[config.mk]
export PLATFORM = sky130hd
export DESIGN_NAME = sqrt_seed_est
export DESIGN_NICKNAME = d
export VERILOG_FILES = /design/src/rtl/sqe_pkg.sv /design/src/rtl/sqe_adj_rom.sv /design/src/rtl/sqe_restoring_div.sv /design/src/rtl/sqrt_seed_est.sv
export SDC_FILE = /design/constraint.sdc
export NUM_CORES = 1
export LEC_CHECK = 0
export BUFFER_PORTS_ARGS = -buffer_cell sky130_fd_sc_hd__buf_2
export CAP_MARGIN = 20
export CORE_ASPECT_RATIO = 0.8
export CORE_MARGIN = 2
export CORE_UTILIZATION = 50
export CTS_BUF_LIST = sky130_fd_sc_hd__clkbuf_4 sky130_fd_sc_hd__clkbuf_8
export DETAILED_ROUTE_END_ITERATION = 7
export HOLD_SLACK_MARGIN = 0.1
export PLACE_DENSITY = 0.67
export SLEW_MARGIN = 20
export SYNTH_ARGS = -nofsm -noshare
export SYNTH_HDL_FRONTEND = slang
export SYNTH_SLANG_ARGS = --single-unit
[constraint.sdc]
create_clock -name clk -period 5.45 [get_ports clk]
set_input_delay 0.2725 -clock clk [delete_from_list [all_inputs] [get_ports clk]]
set_output_delay 0.2725 -clock clk [all_outputs]
set_load 0.01 [all_outputs]
[src/rtl/sqe_pkg.sv]
package sqe_pkg;

   typedef enum logic [2:0] {
      ST_IDLE,
      ST_SEED,
      ST_DIV1,
      ST_DIV2
   } sqe_state_t;

   // correction applied to the odd-parity seed, by index
   function automatic logic [15:0] odd_adj(input int idx);
      case (idx)
         0:  odd_adj = 16'h0004;
         1:  odd_adj = 16'h0022;
         2:  odd_adj = 16'h005D;
         3:  odd_adj = 16'h00B1;
         4:  odd_adj = 16'h011D;
         5:  odd_adj = 16'h019F;
         6:  odd_adj = 16'h0236;
         7:  odd_adj = 16'h02E0;
         8:  odd_adj = 16'h039C;
         9:  odd_adj = 16'h0468;
         10: odd_adj = 16'h0545;
         11: odd_adj = 16'h0631;
         12: odd_adj = 16'h072B;
         13: odd_adj = 16'h0832;
         14: odd_adj = 16'h0946;
         default: odd_adj = 16'h0A67;
      endcase
   endfunction

   // correction applied to the even-parity seed, by index
   function automatic logic [15:0] even_adj(input int idx);
      case (idx)
         0:  even_adj = 16'h0A2D;
         1:  even_adj = 16'h08AF;
         2:  even_adj = 16'h075A;
         3:  even_adj = 16'h0629;
         4:  even_adj = 16'h051A;
         5:  even_adj = 16'h0429;
         6:  even_adj = 16'h0356;
         7:  even_adj = 16'h029E;
         8:  even_adj = 16'h0200;
         9:  even_adj = 16'h0179;
         10: even_adj = 16'h0109;
         11: even_adj = 16'h00AF;
         12: even_adj = 16'h0068;
         13: even_adj = 16'h0034;
         14: even_adj = 16'h0012;
         default: even_adj = 16'h0002;
      endcase
   endfunction

endpackage

[src/rtl/sqe_adj_rom.sv]
module sqe_adj_rom #(
   parameter int IDX_W = 4,
   parameter int ADJ_W = 12
) (
   input  logic [IDX_W-1:0] idx_i,
   input  logic             odd_i,
   output logic [ADJ_W-1:0] adj_o
);
   localparam int DEPTH = 1 << IDX_W;

   logic [ADJ_W-1:0] odd_tab  [DEPTH];
   logic [ADJ_W-1:0] even_tab [DEPTH];

   for (genvar g = 0; g < DEPTH; g++) begin : g_ent
      assign odd_tab[g]  = ADJ_W'(sqe_pkg::odd_adj(g));
      assign even_tab[g] = ADJ_W'(sqe_pkg::even_adj(g));
   end

   assign adj_o = odd_i ? odd_tab[idx_i] : even_tab[idx_i];
endmodule

[src/rtl/sqe_restoring_div.sv]
module sqe_restoring_div #(
   parameter int NUM_W = 32,
   parameter int DEN_W = 16,
   parameter int QUO_W = 32
) (
   input  logic             clk,
   input  logic             rst_n,
   input  logic             load_i,
   input  logic [NUM_W-1:0] num_i,
   input  logic [DEN_W-1:0] den_i,
   output logic             fin_o,
   output logic [QUO_W-1:0] quo_o
);
   localparam int CNT_W = $clog2(NUM_W + 1);

   if (QUO_W > NUM_W) begin : g_bad_quo
      $error("sqe_restoring_div: QUO_W must not exceed NUM_W");
   end

   logic [NUM_W-1:0] acc_q;
   logic [DEN_W-1:0] rem_q;
   logic [DEN_W-1:0] den_q;
   logic [CNT_W-1:0] cnt_q;
   logic             fin_q;
   logic [DEN_W:0]   trial;
   logic             fits;

   assign trial = {rem_q, acc_q[NUM_W-1]};
   assign fits  = (trial >= {1'b0, den_q});

   always_ff @(posedge clk or negedge rst_n) begin
      if (!rst_n) begin
         acc_q <= '0;
         rem_q <= '0;
         den_q <= '0;
         cnt_q <= '0;
         fin_q <= 1'b0;
      end else begin
         fin_q <= 1'b0;
         if (load_i) begin
            acc_q <= num_i;
            rem_q <= '0;
            den_q <= den_i;
            cnt_q <= CNT_W'(NUM_W);
         end else if (cnt_q != '0) begin
            acc_q <= {acc_q[NUM_W-2:0], fits};
            rem_q <= fits ? DEN_W'(trial - {1'b0, den_q}) : trial[DEN_W-1:0];
            cnt_q <= cnt_q - CNT_W'(1);
            fin_q <= (cnt_q == CNT_W'(1));
         end
      end
   end

   assign fin_o = fin_q;
   assign quo_o = acc_q[QUO_W-1:0];
endmodule

[src/rtl/sqrt_seed_est.sv]
module sqrt_seed_est #(
   parameter int SIG_W = 32,
   parameter int IDX_W = 4,
   parameter int ADJ_W = 12
) (
   input  logic             clk,
   input  logic             rst_n,
   input  logic             start_i,
   input  logic [SIG_W-1:0] sig_i,
   input  logic             exp_odd_i,
   output logic             busy_o,
   output logic             done_o,
   output logic [SIG_W-1:0] est_o
);
   import sqe_pkg::*;

   localparam int SEED_W  = SIG_W / 2;
   localparam int WIDE_W  = 2 * SIG_W;
   localparam int SHR     = SEED_W + 1;
   localparam int IDX_LSB = SIG_W - 1 - IDX_W;
   localparam logic [SEED_W-1:0] BASE_ODD  = SEED_W'(1) << (SEED_W - 2);
   localparam logic [SEED_W-1:0] BASE_EVEN = SEED_W'(1) << (SEED_W - 1);
   localparam logic [SIG_W-1:0]  T_LIMIT   = SIG_W'(1) << (SEED_W + 1);
   localparam logic [SIG_W-1:0]  Z_SAT     = {{(SIG_W-SEED_W+1){1'b1}}, {(SEED_W-1){1'b0}}};

   if (SIG_W != 32) begin : g_bad_sig
      $error("sqrt_seed_est: tables are tuned for a 32-bit significand");
   end
   if (IDX_W != 4) begin : g_bad_idx
      $error("sqrt_seed_est: tables hold exactly 16 entries");
   end
   if (ADJ_W < 12) begin : g_bad_adj
      $error("sqrt_seed_est: ADJ_W too narrow for table contents");
   end

   sqe_state_t        state_q;
   logic [SIG_W-1:0]  a_q;
   logic              odd_q;
   logic [SEED_W-1:0] seed_q;
   logic [SIG_W-1:0]  z_q;
   logic [SIG_W-1:0]  est_q;
   logic              done_q;

   logic [ADJ_W-1:0]  adj;
   logic [SEED_W-1:0] seed_nx;
   logic              d1_load, d1_fin;
   logic [SIG_W-1:0]  d1_quo;
   logic              d2_load, d2_fin;
   logic [SIG_W-1:0]  d2_quo;
   logic [SIG_W-1:0]  t_sum;
   logic [SIG_W-1:0]  z_nx;
   logic [SIG_W-1:0]  a_sh;
   logic              early;
   logic [WIDE_W-1:0] d2_num;

   // coarse seed from the upper significand bits
   sqe_adj_rom #(.IDX_W(IDX_W), .ADJ_W(ADJ_W)) u_rom (
      .idx_i (a_q[SIG_W-2:IDX_LSB]),
      .odd_i (odd_q),
      .adj_o (adj)
   );

   assign seed_nx = (odd_q ? BASE_ODD : BASE_EVEN)
                  + SEED_W'(a_q[SIG_W-1:SHR])
                  - SEED_W'(adj);

   // intermediate value after one averaging step
   always_comb begin
      t_sum = d1_quo + SIG_W'(seed_q);
      if (odd_q) begin
         z_nx  = (d1_quo << (SEED_W - 2)) + (SIG_W'(seed_q) << (SEED_W - 1));
         a_sh  = a_q >> 1;
         early = 1'b0;
      end else begin
         z_nx  = (t_sum >= T_LIMIT) ? Z_SAT : (t_sum << (SEED_W - 1));
         a_sh  = a_q;
         early = (z_nx <= a_q);
      end
      d2_num = {1'b0, a_sh, {(SIG_W-1){1'b0}}};
   end

   assign d1_load = (state_q == ST_SEED);
   assign d2_load = (state_q == ST_DIV1) && d1_fin && !early;

   sqe_restoring_div #(.NUM_W(SIG_W), .DEN_W(SEED_W), .QUO_W(SIG_W)) u_div_seed (
      .clk    (clk),
      .rst_n  (rst_n),
      .load_i (d1_load),
      .num_i  (a_q),
      .den_i  (seed_nx),
      .fin_o  (d1_fin),
      .quo_o  (d1_quo)
   );

   sqe_restoring_div #(.NUM_W(WIDE_W), .DEN_W(SIG_W), .QUO_W(SIG_W)) u_div_final (
      .clk    (clk),
      .rst_n  (rst_n),
      .load_i (d2_load),
      .num_i  (d2_num),
      .den_i  (z_nx),
      .fin_o  (d2_fin),
      .quo_o  (d2_quo)
   );

   always_ff @(posedge clk or negedge rst_n) begin
      if (!rst_n) begin
         state_q <= ST_IDLE;
         a_q     <= '0;
         odd_q   <= 1'b0;
         seed_q  <= '0;
         z_q     <= '0;
         est_q   <= '0;
         done_q  <= 1'b0;
      end else begin
         done_q <= 1'b0;
         case (state_q)
            ST_IDLE: begin
               if (start_i) begin
                  a_q     <= sig_i;
                  odd_q   <= exp_odd_i;
                  state_q <= ST_SEED;
               end
            end
            ST_SEED: begin
               seed_q  <= seed_nx;
               state_q <= ST_DIV1;
            end
            ST_DIV1: begin
               if (d1_fin) begin
                  if (early) begin
                     est_q   <= {a_q[SIG_W-1], a_q[SIG_W-1:1]};
                     done_q  <= 1'b1;
                     state_q <= ST_IDLE;
                  end else begin
                     z_q     <= z_nx;
                     state_q <= ST_DIV2;
                  end
               end
            end
            ST_DIV2: begin
               if (d2_fin) begin
                  est_q   <= d2_quo + (z_q >> 1);
                  done_q  <= 1'b1;
                  state_q <= ST_IDLE;
               end
            end
            default: state_q <= ST_IDLE;
         endcase
      end
   end

   assign busy_o = (state_q != ST_IDLE);
   assign done_o = done_q;
   assign est_o  = est_q;
endmodule

## Word level (Yosys, flattened, before mapping)

Memories as Yosys holds them, arrays and structs flattened.
Index checks and enable logic that the tools add are counted.

- Register bits after elaboration: 308
- Latch bits: 0
- RAM bits: 0
- Bits in read-only memories: 384
- Input port bits: 36
- Logic and storage cells: 98
- Memories: 2

Memory list:

| name | words | bits a word | rd ports | clocked after Yosys merged registers in | write ports | line | text |
|---|---|---|---|---|---|---|---|
| (no name shown) | 16 | 12 | 1 | 0 | 0 | sqe_adj_rom.sv:19 | `assign adj_o = odd_i ? odd_tab[idx_i] : even_tab[idx_i];` |
| (no name shown) | 16 | 12 | 1 | 0 | 0 | sqe_adj_rom.sv:19 |  |

- Add/subtract/negate cells: 9
- Multipliers: 0
- Divide/modulo/power cells: 0
- Magnitude comparators: 5
- Equal/unequal tests: 9
- Shift operators: 0
- Multiplexer cells: 41
- Bitwise gates (word level): 2
- Reductions and logical operators: 14

Operators with widths:

| cell | count |
|---|---|
| two-way mux 32 bit | 11 |
| two-way mux 64 bit | 2 |
| adder 32 x 31 -> 32 bit | 2 |
| two-way mux 16 bit | 4 |
| case mux 32 bit (2 select lines) | 1 |
| two-way mux 12 bit | 5 |
| >= comparator 33 x 32 -> 1 bit | 1 |
| adder 32 x 16 -> 32 bit | 1 |
| >= comparator 32 x 18 -> 1 bit, second input constant | 1 |
| <= comparator 32 bit | 1 |
| subtractor 32 bit | 1 |
| >= comparator 17 x 16 -> 1 bit | 1 |
| adder 16 x 15 -> 16 bit | 1 |
| subtractor 16 x 12 -> 16 bit | 1 |
| subtractor 16 bit | 1 |
| two-way mux 7 bit | 2 |
| two-way mux 6 bit | 2 |
| case mux 3 bit (4 select lines) | 1 |
| two-way mux 3 bit | 3 |
| two-way mux 1 bit | 8 |
| equality test 7 x 1 -> 1 bit, second input constant | 1 |
| nonzero test 7 bit | 1 |
| subtractor 7 x 1 -> 7 bit, second input constant | 1 |
| equality test 3 x 2 -> 1 bit, second input constant | 2 |
| 19 further kinds | 25 |

## Longest topological paths before layout

- Depth in word-level cells: 8
- Depth in mapped cells: 24

## By module

Synthesis repeated with hierarchy kept, for this count alone.

- Cell total of the unflattened synthesis: 2602
- Area total of the unflattened synthesis: 22232.6 µm²

By module, submodules not included:

| module | instances | cells each | area an instance (µm²) |
|---|---|---|---|
| sqrt_seed_est | 1 | 1116 | 9160.0 |
| sqe_restoring_div (u_div_final) | 1 | 891 | 8001.4 |
| sqe_restoring_div (u_div_seed) | 1 | 487 | 4359.2 |
| sqe_adj_rom | 1 | 108 | 711.9 |

## Worst setup path before layout

OpenSTA, ideal clock, no wires.

- Kind: reg-to-reg
- Start: register, netlist name u_div_seed.den_q[1]
- End: register u_div_final.cnt_q[6]
- Library setup time: 0.126 ns
- Arrival: 4.902 ns
- Slack: 0.422 ns
- Stages on the path, launching flop included: 19
- Period minus slack after synthesis: 5.028 ns
- Cell sequence: dfrtp_1 ha_1 a211oi_2 o211ai_2 a211o_1 a31oi_1 mux2i_1 o2bb2ai_1 nand4_4 buf_6 or3_1 ha_1 nand4_1 or3_1 or4_1 and4_1 clkbuf_1 clkbuf_1 a221o_1

RTL lines:

| item | line | text |
|---|---|---|
| end signal: assignment | sqe_restoring_div.sv:44 | `cnt_q <= CNT_W'(NUM_W);` |
| end signal: assignment | sqe_restoring_div.sv:48 | `cnt_q <= cnt_q - CNT_W'(1);` |
| end: declaration | sqe_restoring_div.sv:23 | `logic [CNT_W-1:0] cnt_q;` |

==> results summary <==
By area the synthesized netlist is led by dfrtp_1 38%, ha_1 9.7%, nand2_1 7.9%, a21oi_1 5.5%, o21ai_0 4.6%. The worst register-to-register path begins at u_div_seed.den_q[1]. The final setup slack of the worst path is 0.102 ns. The placed standard-cell area came out at 0.0194 mm^2. The total area inside the core boundary comes to 0.0361 mm^2. The category of the critical setup timing path is reg2reg. The vertical die dimension came out at 176 um. STA classifies the critical path endpoint as a register.

The classification of the worst-slack hold path is in2reg. TritonCTS built the clock tree. The run finished with clean final reports. The post-route DRC violation count is 0.

The worst endpoint data arrival time is 5.84 ns. In the final layout, flip-flops and latches occupy 0.00698 mm^2. The die footprint came out at 0.0385 mm^2. The via density per instance came out at 5.93. The effective utilization at floorplan is 51.1%.

The clock net in this run drives a total of 279 sinks. The worst path uses 98.1% of the clock period. The number of library cell types mapped by synthesis is 79. The antenna diode count came out at 0. The first routing iteration left 1588 violations.

In this design, the stage delay of the slowest critical-path cell is 0.55 ns. In this run the power density over the cells is 702 mW/mm^2. The total number of placement rows came out at 62. The clock period minus worst slack is 5.35 ns. The endpoint required time on the critical path came out at 5.94 ns.

The number of enable flip-flop cells after synthesis came out at 0. In the layout the commonest cells are 386 x nand2_1, 277 x dfrtp_1, 200 x a21oi_1, 169 x o21ai_0, 167 x nor2_1. The first global-routing pass estimated 86.5 mm of wire.

The static leakage is 9.74 nW. The flop and latch count out of synthesis is 279. Total power for the finished layout comes to 14.7 mW. The CTS clock-pin slew for the worst setup and hold paths came out at 0.07 ns. The final standard cell area without fillers is 0.0210 mm^2. The number of maximum-capacitance constraint violations came out at 0. On the critical path, the stage with the largest delay is an instance of or4_4.

Between clock sinks in the finished design, the worst skew comes to 0.0230 ns. The global-route usage over all layers is 28.3%. The critical path launch point type is a register.

The first detailed-routing pass took 6 iterations. The path with the worst hold slack has its endpoint at state_q[0]. Global routing finished with a remaining overflow of 0. The share of flip-flops with an asynchronous set or reset came out at 100%. Input and output buffers added on the ports amount to 69. Setup violations remaining at the end of the flow were counted as 0. In the final routed layout, each cell accounts on average for 19.5 um.

The number of antenna violations at the first check in global routing came out at 0. Counting the fill cells in the layout gives 3345. The number of buffers created by CTS is 47. The gate count of the mapped netlist is 2184. The fraction of post-synthesis cell area in the top cell type by area came out at 37.8%. The buffer depth of the longest clock path came out at 3.

The summed instance area of the synthesized netlist is 0.0185 mm^2. For the worst-skew pair, the clock arrives at the later sink with an insertion delay of 0.60 ns. Clock tree synthesis selected as its root buffer the cell clkbuf_8. Summing all multi-input logic gate instances after layout gives 0.0108 mm^2.

The wire length reported by the detailed router is 54.5 mm. The total vias in the final route is 16600. The critical path goes through ha_1 > a211oi_2 > o211ai_2 > a211o_1 > a31oi_4 > mux2i_1 > o2bb2ai_2 > nand4_4 > buf_4 > or3_1 > ha_1 > nand2_1 > or3_1 > or4_4 > nand4_1 > buf_4 > buf_12 > or3_1 > o21ai_0 > a31oi_1.

In this run, placement finished with an instance count of 2653. The net count of the finished layout is 2457. The number of primary I/O pins is 70. Entering global routing, the biggest net connects 121 pins.

Among the stages of the critical path, the cell type that occurs most often is or3_1. The number of levels the H-tree was split into came out at 2. In this run the most critical hold path is launched from start_i. Of the synthesized area, sequential elements account for 37.8%. At the end of routability-driven placement, the weighted congestion stood at 0.955. The area growth from synthesis to layout is 13.5%.

Averaged over all synthesized cells, the footprint is 8.46 um^2. During synthesis, Yosys emitted a total of 0 warnings. The register-to-register path setup slack came out at 0.10 ns. In this run the critical register-to-register path is captured at u_div_final.den_q[15]. Once detailed placement completed, the half-perimeter wirelength came to 38.1 mm.

The number of global-route vias before repair came out at 15700. The floorplan step set the die width to 219 um. IR analysis of the VDD net gives a maximum drop of 280 uV. In the final layout, the share of cells above drive strength 1 is 12.6%. Counting every net in the synthesized netlist gives 2369. In the synthesized netlist the dominant register cell turns out to be dfrtp_1. The number of hold violations in the final report was 0. The number of max-slew violations in the final report is 0.

The post-detailed-route count of antenna-violating nets is 0. The highest attainable clock frequency is 0.187 GHz. The maximum fanout along the worst path came out at 17. Before CTS, the worst setup slack after placement is -0.0616 ns. The number of cell instances on the worst register-to-register path is 20. The transition time at the pin with the least slew margin is 1.05 ns. The number of cells traversed by the worst hold path is 5.

The worst slew margin relative to its limit came out at 29.4%. Leaving out fill and tap cells, the most frequent cell in the layout is nand2_1. dfrtp_1 takes more of the synthesized area than any other cell. Leaving out filler cells and counting taps, the final layout contains 2790.
critical path: cells and delay by family (launching register included):
kind                       cells  cell delay, ns
buffers and inverters          3            0.54
and+or+nand+nor                7            1.83
AOI/OAI and AO/OA              7            1.52
DFF                            1            0.43
muxes                          1            0.27
adders and majority gates      2            0.63
cells in the mapped netlist (10+ instances only):
master,instances
clkbuf_1,97
a21o_1,29
and2_1,16
nand2b_1,16
nand3_1,26
nor2b_1,24
or2_2,11
nor2_1,168
a21oi_1,202
o31ai_1,12
or3_1,26
xnor2_1,44
o211a_1,16
nand4_1,14
mux2_2,18
mux2i_1,30
buf_2,11
dfrtp_1,279
buf_1,10
a211oi_1,34
nor4_1,13
ha_1,143
o21a_1,13
a31oi_1,72
nor3_1,33
nand2_1,388
xor2_1,32
inv_1,87
o21ai_0,170
flip-flops by register name, indices dropped and copies added (netlist names):
register,flops
done_o,1
u_div_seed.cnt_q,6
odd_q,1
u_div_seed.quo_o,32
u_div_seed.den_q,16
est_o,32
u_div_final.fin_o,1
u_div_final.acc_q,64
u_div_seed.fin_o,1
u_div_final.cnt_q,7
state_q,2
u_div_final.rem_q,32
u_div_final.den_q,18
z_q,18
a_q,32
u_div_seed.rem_q,16
cell type report:
class | count | share of cell area, %
Clock buffer | 67 | 4.01
Timing Repair Buffer | 159 | 5.84
Inverter | 88 | 1.58
Clock inverter | 20 | 0.794
Multi-Input combinational cell | 1697 | 51.6
Sequential cell | 279 | 33.3
Tap cell | 480 | 2.86
through the flow:
stage / hold WS [ns] / TNS, ns / utilization [%]
floorplan: -0.0231 / 0 / -
global placement: 0.450 / 0 / 53.5
detailed placement: 0.458 / -0.288 / 53.5
CTS: 0.248 / 0 / 57.4
global route: 0.288 / -1.93 / 58.0
finish: 0.288 / 0 / 58.0
cells by family (layout without fill, tap and decap cells):
group                    count (synthesis)  in the layout  share of synthesized area (%)
AND/OR/NAND/NOR                        767            769                           18.4
AO/OA/AOI/OAI                          652            652                           22.3
flip-flops                             279            279                           37.8
buffers and inverters                  210            334                           4.47
adder cells (fa/ha/maj)                149            149                           10.3
XOR/XNOR                                76             76                           3.60
multiplexers                            51             51                           3.09
worst max-delay path by stage:
stage	from	endpoint	slack, ns	cells after the start
5_1_grt	u_div_seed.den_q[1]	z_q[31]	-0.09	19
4_1_cts	u_div_seed.quo_o[0]	u_div_final.rem_q[21]	0.003	19
6_report	u_div_seed.den_q[1]	u_div_final.den_q[15]	0.10	20
3_5_place_dp	u_div_seed.quo_o[0]	u_div_final.rem_q[21]	-0.06	19
3_3_place_gp	u_div_seed.den_q[1]	u_div_final.rem_q[21]	0.13	17
2_1_floorplan	u_div_seed.den_q[1]	u_div_final.cnt_q[6]	0.42	18
layer usage:
metal  part of all wire, %  up-vias  global-route usage, %
li1                      -     7929                      -
met1                    48     7946                   42.8
met2                    42      592                   42.1
met3                   7.3       86                   4.35
met4                   2.4        0                   7.69
met5                     0        -                      0
where the power goes:
part | internal, mW | total (mW) | switching, mW | leakage (nW)
combinational | 3.65 | 8.81 | 5.16 | 5.81
sequential | 2.95 | 3.88 | 0.930 | 3.41
clock | 1.10 | 2.02 | 0.919 | 0.529
total | 7.71 | 14.7 | 7.01 | 9.74
repair_timing:
| action | 4_1_cts | 5_1_grt |
|---|---|---|
| hold buffers | 34 | 0 |
| endpoints found under the setup margin | 33 | 174 |
| gates cloned | 1 | 2 |
| hold endpoints to repair | 148 | 0 |
| pin swaps | 3 | 11 |
| setup buffers | 1 | 11 |
| gates resized for setup | 3 | 14 |
Power figures use the tool's default switching activity.
